[config.mk]
export PLATFORM = sky130hd
export DESIGN_NAME = core_irq_router
export DESIGN_NICKNAME = d
export VERILOG_FILES = /design/src/rtl/irq_router_pkg.sv /design/src/rtl/irq_ctrl_regs.sv /design/src/rtl/irq_core_src.sv /design/src/rtl/core_irq_router.sv
export SDC_FILE = /design/constraint.sdc
export NUM_CORES = 1
export LEC_CHECK = 0
export ABC_AREA = 1
export CAP_MARGIN = 30
export CORE_UTILIZATION = 47
export CTS_CLUSTER_SIZE = 30
export DETAILED_ROUTE_END_ITERATION = 10
export DONT_BUFFER_PORTS = 1
export PLACE_DENSITY_LB_ADDON = 0.12
export SLEW_MARGIN = 40
export SYNTH_ARGS = -nofsm -noshare
export SYNTH_HDL_FRONTEND = slang
export SYNTH_HIERARCHICAL = 1
export SYNTH_SLANG_ARGS = --single-unit
export TNS_END_PERCENT = 50
[constraint.sdc]
create_clock -name clk_i -period 2.25 [get_ports clk_i]
set_input_delay 0.1125 -clock clk_i [delete_from_list [all_inputs] [get_ports clk_i]]
set_output_delay 0.1125 -clock clk_i [all_outputs]
set_load 0.02 [all_outputs]
[src/rtl/irq_router_pkg.sv]
package irq_router_pkg;
  localparam int ADDR_W  = 8;
  localparam int DATA_W  = 32;
  localparam int ROUTE_W = 2;

  // address map: group = addr[7:4], index = addr[3:2]
  localparam logic [3:0] GRP_MISC = 4'h0;
  localparam logic [3:0] GRP_TCTL = 4'h4;
  localparam logic [3:0] GRP_MCTL = 4'h5;
  localparam logic [3:0] GRP_ISRC = 4'h6;
  localparam logic [3:0] GRP_FSRC = 4'h7;
  localparam logic [1:0] IDX_ROUTE = 2'd3;

  typedef struct packed {
    logic [ROUTE_W-1:0] fiq_core;
    logic [ROUTE_W-1:0] irq_core;
  } route_t;
endpackage

[src/rtl/irq_ctrl_regs.sv]
module irq_ctrl_regs
  import irq_router_pkg::*;
#(
  parameter int NUM_CORES = 4,
  parameter int CTL_W     = 8
) (
  input  logic                              clk_i,
  input  logic                              rst_ni,
  input  logic                              wr_en_i,
  input  logic [ADDR_W-1:0]                 addr_i,
  input  logic [CTL_W-1:0]                  wdata_i,
  output route_t                            route_o,
  output logic [NUM_CORES-1:0][CTL_W-1:0]   tctl_o,
  output logic [NUM_CORES-1:0][CTL_W-1:0]   mctl_o
);
  logic       aligned;
  logic [3:0] grp;
  logic [1:0] idx;
  logic       wr_route;

  assign aligned  = (addr_i[1:0] == 2'b00);
  assign grp      = addr_i[7:4];
  assign idx      = addr_i[3:2];
  assign wr_route = wr_en_i && aligned && (grp == GRP_MISC) && (idx == IDX_ROUTE);

  route_t route_q;

  always_ff @(posedge clk_i or negedge rst_ni) begin
    if (!rst_ni)       route_q <= '0;
    else if (wr_route) route_q <= route_t'(wdata_i[2*ROUTE_W-1:0]);
  end

  assign route_o = route_q;

  for (genvar c = 0; c < NUM_CORES; c++) begin : g_core
    logic wr_t, wr_m;
    logic [CTL_W-1:0] tctl_q, mctl_q;

    assign wr_t = wr_en_i && aligned && (grp == GRP_TCTL) && (idx == 2'(c));
    assign wr_m = wr_en_i && aligned && (grp == GRP_MCTL) && (idx == 2'(c));

    always_ff @(posedge clk_i or negedge rst_ni) begin
      if (!rst_ni) begin
        tctl_q <= '0;
        mctl_q <= '0;
      end else begin
        if (wr_t) tctl_q <= wdata_i;
        if (wr_m) mctl_q <= wdata_i;
      end
    end

    assign tctl_o[c] = tctl_q;
    assign mctl_o[c] = mctl_q;
  end
endmodule

[src/rtl/irq_core_src.sv]
module irq_core_src #(
  parameter int LINES = 4,
  parameter int SRC_W = 12
) (
  input  logic [LINES-1:0]   timer_i,
  input  logic [LINES-1:0]   mbox_i,
  input  logic [2*LINES-1:0] tctl_i,
  input  logic [2*LINES-1:0] mctl_i,
  input  logic               up_irq_i,
  input  logic               up_fiq_i,
  output logic [SRC_W-1:0]   irq_src_o,
  output logic [SRC_W-1:0]   fiq_src_o
);
  localparam int UP_BIT = 2 * LINES;

  logic [LINES-1:0] t_fiq, t_irq, m_fiq, m_irq;

  // FIQ enable wins over IRQ enable
  assign t_fiq = timer_i & tctl_i[2*LINES-1:LINES];
  assign t_irq = timer_i & tctl_i[LINES-1:0] & ~tctl_i[2*LINES-1:LINES];
  assign m_fiq = mbox_i  & mctl_i[2*LINES-1:LINES];
  assign m_irq = mbox_i  & mctl_i[LINES-1:0] & ~mctl_i[2*LINES-1:LINES];

  always_comb begin
    irq_src_o = '0;
    fiq_src_o = '0;
    irq_src_o[LINES-1:0]       = t_irq;
    irq_src_o[2*LINES-1:LINES] = m_irq;
    irq_src_o[UP_BIT]          = up_irq_i;
    fiq_src_o[LINES-1:0]       = t_fiq;
    fiq_src_o[2*LINES-1:LINES] = m_fiq;
    fiq_src_o[UP_BIT]          = up_fiq_i;
  end
endmodule

[src/rtl/core_irq_router.sv]
module core_irq_router
  import irq_router_pkg::*;
#(
  parameter int NUM_CORES = 4,
  parameter int LINES     = 4
) (
  input  logic                       clk_i,
  input  logic                       rst_ni,
  input  logic [NUM_CORES*LINES-1:0] timer_irq_i,
  input  logic [NUM_CORES*LINES-1:0] mbox_pend_i,
  input  logic                       up_irq_i,
  input  logic                       up_fiq_i,
  input  logic                       bus_valid_i,
  input  logic                       bus_write_i,
  input  logic [ADDR_W-1:0]          bus_addr_i,
  input  logic [DATA_W-1:0]          bus_wdata_i,
  output logic [DATA_W-1:0]          bus_rdata_o,
  output logic [NUM_CORES-1:0]       core_irq_o,
  output logic [NUM_CORES-1:0]       core_fiq_o
);
  localparam int CTL_W = 2 * LINES;
  localparam int SRC_W = 2 * LINES + 4; // upstream bit + 3 reserved

  route_t                          route;
  logic [NUM_CORES-1:0][CTL_W-1:0] tctl, mctl;
  logic [NUM_CORES-1:0][SRC_W-1:0] irq_src, fiq_src;
  logic                            unused_wdata;

  assign unused_wdata = ^bus_wdata_i[DATA_W-1:CTL_W];

  irq_ctrl_regs #(
    .NUM_CORES(NUM_CORES),
    .CTL_W    (CTL_W)
  ) u_regs (
    .clk_i  (clk_i),
    .rst_ni (rst_ni),
    .wr_en_i(bus_valid_i && bus_write_i),
    .addr_i (bus_addr_i),
    .wdata_i(bus_wdata_i[CTL_W-1:0]),
    .route_o(route),
    .tctl_o (tctl),
    .mctl_o (mctl)
  );

  for (genvar c = 0; c < NUM_CORES; c++) begin : g_core
    logic up_irq_hit, up_fiq_hit;
    assign up_irq_hit = up_irq_i && (route.irq_core == ROUTE_W'(c));
    assign up_fiq_hit = up_fiq_i && (route.fiq_core == ROUTE_W'(c));

    irq_core_src #(
      .LINES(LINES),
      .SRC_W(SRC_W)
    ) u_src (
      .timer_i  (timer_irq_i[c*LINES +: LINES]),
      .mbox_i   (mbox_pend_i[c*LINES +: LINES]),
      .tctl_i   (tctl[c]),
      .mctl_i   (mctl[c]),
      .up_irq_i (up_irq_hit),
      .up_fiq_i (up_fiq_hit),
      .irq_src_o(irq_src[c]),
      .fiq_src_o(fiq_src[c])
    );

    assign core_irq_o[c] = |irq_src[c];
    assign core_fiq_o[c] = |fiq_src[c];
  end

  // read mux
  logic [DATA_W-1:0] rd_val;
  logic [3:0]        rd_grp;
  logic [1:0]        rd_idx;

  assign rd_grp = bus_addr_i[7:4];
  assign rd_idx = bus_addr_i[3:2];

  always_comb begin
    rd_val = '0;
    if (bus_addr_i[1:0] == 2'b00) begin
      if (rd_grp == GRP_MISC && rd_idx == IDX_ROUTE) rd_val = DATA_W'(route);
      for (int c = 0; c < NUM_CORES; c++) begin
        if (rd_idx == 2'(c)) begin
          unique case (rd_grp)
            GRP_TCTL: rd_val = DATA_W'(tctl[c]);
            GRP_MCTL: rd_val = DATA_W'(mctl[c]);
            GRP_ISRC: rd_val = DATA_W'(irq_src[c]);
            GRP_FSRC: rd_val = DATA_W'(fiq_src[c]);
            default:  ;
          endcase
        end
      end
    end
  end

  logic [DATA_W-1:0] rdata_q;

  always_ff @(posedge clk_i or negedge rst_ni) begin
    if (!rst_ni)                         rdata_q <= '0;
    else if (bus_valid_i && !bus_write_i) rdata_q <= rd_val;
    else                                 rdata_q <= '0;
  end

  assign bus_rdata_o = rdata_q;
endmodule

==> impl_metrics.toml <==
[status]
status = "complete, no violations"

[timing]
rsz0062_at_grt = "no"
min_period_ps = 1900
whs_ps = 26.5
setup_viol = 0
slew_viol_final = 0
hold_violations = 0
post-route-period-util_pct = 84.5
tightestPinTransition_ps = 654
finalSetupTns_ps = 0
max_slew_margin_pct = 56.3
skew_ps = 6.38
fmax_ghz = 0.526

[finish]
antenna_cells = 0
drive_above_1_share_pct = 9.69
area_growth_syn_to_layout_pct = 4.72
n_fill_cell = 1326
final_area_mm2 = 0.00641
multi_input_area_mm2 = 0.00336
regArea_mm2 = 0.00200
fin_nets = 982
fin_util_pct = 50.6

[worst_setup_path]
cp_max_fo = 3
cp_top_family = "simple AND/OR/NAND/NOR gates"
worst_setup_path_end_kind = "primary output"
cp-start-kind = "register"
slowest_delay_ps = 510
cp_data_arrival_time_ps = 1790
crit_chain = "nand2_1, nor2_2, nor4_1, nand3_1"
cp_data_required_time_ps = 2140
critical_path_class = "reg2out"
critPathSlowestCell = "nor4_1"
cp_num_buf_inv = 0

[place]
portBuffers = 0
hpwl_um = 14700
placed_area_mm2 = 0.00595
gp_congestion = 0.908

[power_and_ir_drop]
vdd_ir_drop_max_mv = 0.443
netSwitchingFraction_pct = 26.2
pwr-share-comb_pct = 10.7
clockPowerShare_pct = 47.2
powerDensity_mw_per_mm2 = 566
total_power_w = 0.00363
internal-power_w = 0.00268
p_leak_nw = 3.30
seq_power_share_pct = 42.1
p_sw_w = 0.000953

[clock_network]
postCtsResizedCells = 0
h-tree-depth = 3
cts_tree = "done"
numCtsBuffers = 9
clk_pin_slew_ps = 60
ctsLongestPathBuffers = 2
postCtsSetupRepairBufs = 0
postCtsHoldBufs = 10
clk-insertion-delay-late_ps = 340
cts_sinks = 80
root_buffer = "clkbuf_16"

[route]
routed_wl_um = 19900
drc = 0
vias = 5917
post_drt_wl_per_cell_um = 18.5
drtAntennaViolNets = 0
drt-pass1-iter-count = 5
vias_per_cell = 5.48
first_iter_violations = 550

[synth]
synth_area_mm2 = 0.00612
synth_top_area_share_pct = 32.7
yosys.area.top_type = "dfrtp_1"
ys.flop_type = "dfrtp_1"
ys_ff_latch = 80
ys_async_sr_fraction_pct = 100
yosysSeqAreaShare_pct = 32.7
ys_top_cells_by_area = "dfrtp_1, nand2_1, buf_4"
ys_types = 27
ys_warn_count = 6
postSynthCellCount = 927
avgSynthCellArea_um2 = 6.60
synth_edf_count = 0

[floorplanning]
start_util_pct = 48.3
dieHeight_um = 116
die-area_mm2 = 0.0135
core_area_mm2 = 0.0127
std_cell_rows = 41
ioPinCount = 118
die-width_um = 116

[global_routing]
first_global_vias = 5326
busiest_layer = "met1"
grt.total_usage_pct = 31.4
grt_use_met1_pct = 46.8
globalRouteMet2Util_pct = 43.7
use_met3_pct = 8.10
grt_pass1_wl_um = 30700
grt_overflow_total = 0
antenna_found_initial = 0
grt_max_degree = 81

[worst_hold_path]
hold_class = "in2reg"

[job]
maxCapViolations = 0
layout by cell type (no fill, tap or decap), types with 5 or more instances in the layout:
| cell type | instances |
|---|---|
| nand4_1 | 83 |
| buf_4 | 10 |
| nor2_2 | 36 |
| conb_1 | 44 |
| nand3_1 | 38 |
| nand2_1 | 386 |
| a22o_1 | 10 |
| inv_1 | 63 |
| inv_2 | 5 |
| dfrtp_1 | 80 |
| a21oi_1 | 25 |
| nor2_1 | 34 |
| clkbuf_16 | 9 |
| nor3_1 | 10 |
| nor2_4 | 8 |
| nand3_2 | 8 |
| dlygate4sd3_1 | 9 |
| nor4_1 | 24 |
metrics by stage:
stage	worst slack (ps)	std cells
2_1_floorplan	1070	966
3_3_place_gp	679	1055
3_5_place_dp	648	1055
4_1_cts	413	1080
5_1_grt	291	1080
6_report	349	1080
cell usage after synthesis, types with 2 or more instances:
cell	instances
conb_1	5
a31oi_1	2
nor2_2	35
nand3_2	8
buf_4	73
o21ai_1	3
nor4_1	24
inv_2	5
dfrtp_1	80
nor2_4	8
nor2_1	35
nand2_2	3
a21oi_1	25
nand3_1	38
clkbuf_1	5
a22o_1	10
nor3_1	10
nand2_1	386
inv_1	63
buf_2	17
o21ai_0	4
nand4_1	83
layout make-up:
class | count | area share (%)
Clock buffer | 10 | 3.73
Clock inverter | 5 | 1.64
Inverter | 69 | 4.04
Multi-Input combinational cell | 722 | 52.4
Sequential cell | 80 | 31.2
Tap cell | 172 | 3.36
Timing Repair Buffer | 22 | 3.63
cell families after synthesis:
| group | share of synthesized area (%) |
|---|---|
| compound gates | 4.68 |
| buf+inv | 14.9 |
| flops | 32.7 |
| other cells | 0.307 |
| simple gates | 47.4 |
metal layers:
layer  vias up  share of wire, %
met3        27               8.7
met4         0               2.3
li1       2894                 -
met1      2761                48
met5         -                 0
met2       235                41
power by group through the flow:
stage / logic, W / registers (W) / clock network [W]
finish: 0.000389 / 0.00153 / 0.00171
global route: 0.000433 / 0.00153 / 0.00179
CTS: 0.000384 / 0.00152 / 0.00173
detailed placement: 0.000309 / 0.00155 / 0
global placement: 0.000306 / 0.00155 / 0
floorplan: 0.000332 / 0.00153 / 0
worst reg2reg max path, delay by kind of cell (launching register included):
family          cells  cell delay, ps
flops               1             460
compound gates      1             110
buf+inv             1             100
simple gates        4             690
registers in the layout (all words and copies together) (netlist names):
name	cells
u_regs/g_core.mctl_q	32
bus_rdata_o	12
u_regs/g_core.tctl_q	32
u_regs/route_o	4
final timing paths:
path,slack (ps),from,cells past startpoint,end
max,350,u_regs/g_core[1].mctl_q[1],4,core_irq_o[1]
min,30,bus_addr_i[3],3,bus_rdata_o[8]
max reg2reg,810,u_regs/route_o[1],6,bus_rdata_o[8]
min reg2reg,520,u_regs/g_core[2].tctl_q[3],2,u_regs/g_core[2].tctl_q[3]
max in group asynchronous,1560,rst_ni,2,u_regs/g_core[0].tctl_q[2]
min in group asynchronous,310,rst_ni,2,bus_rdata_o[8]
Note: power is estimated with default switching activity, not from simulation.
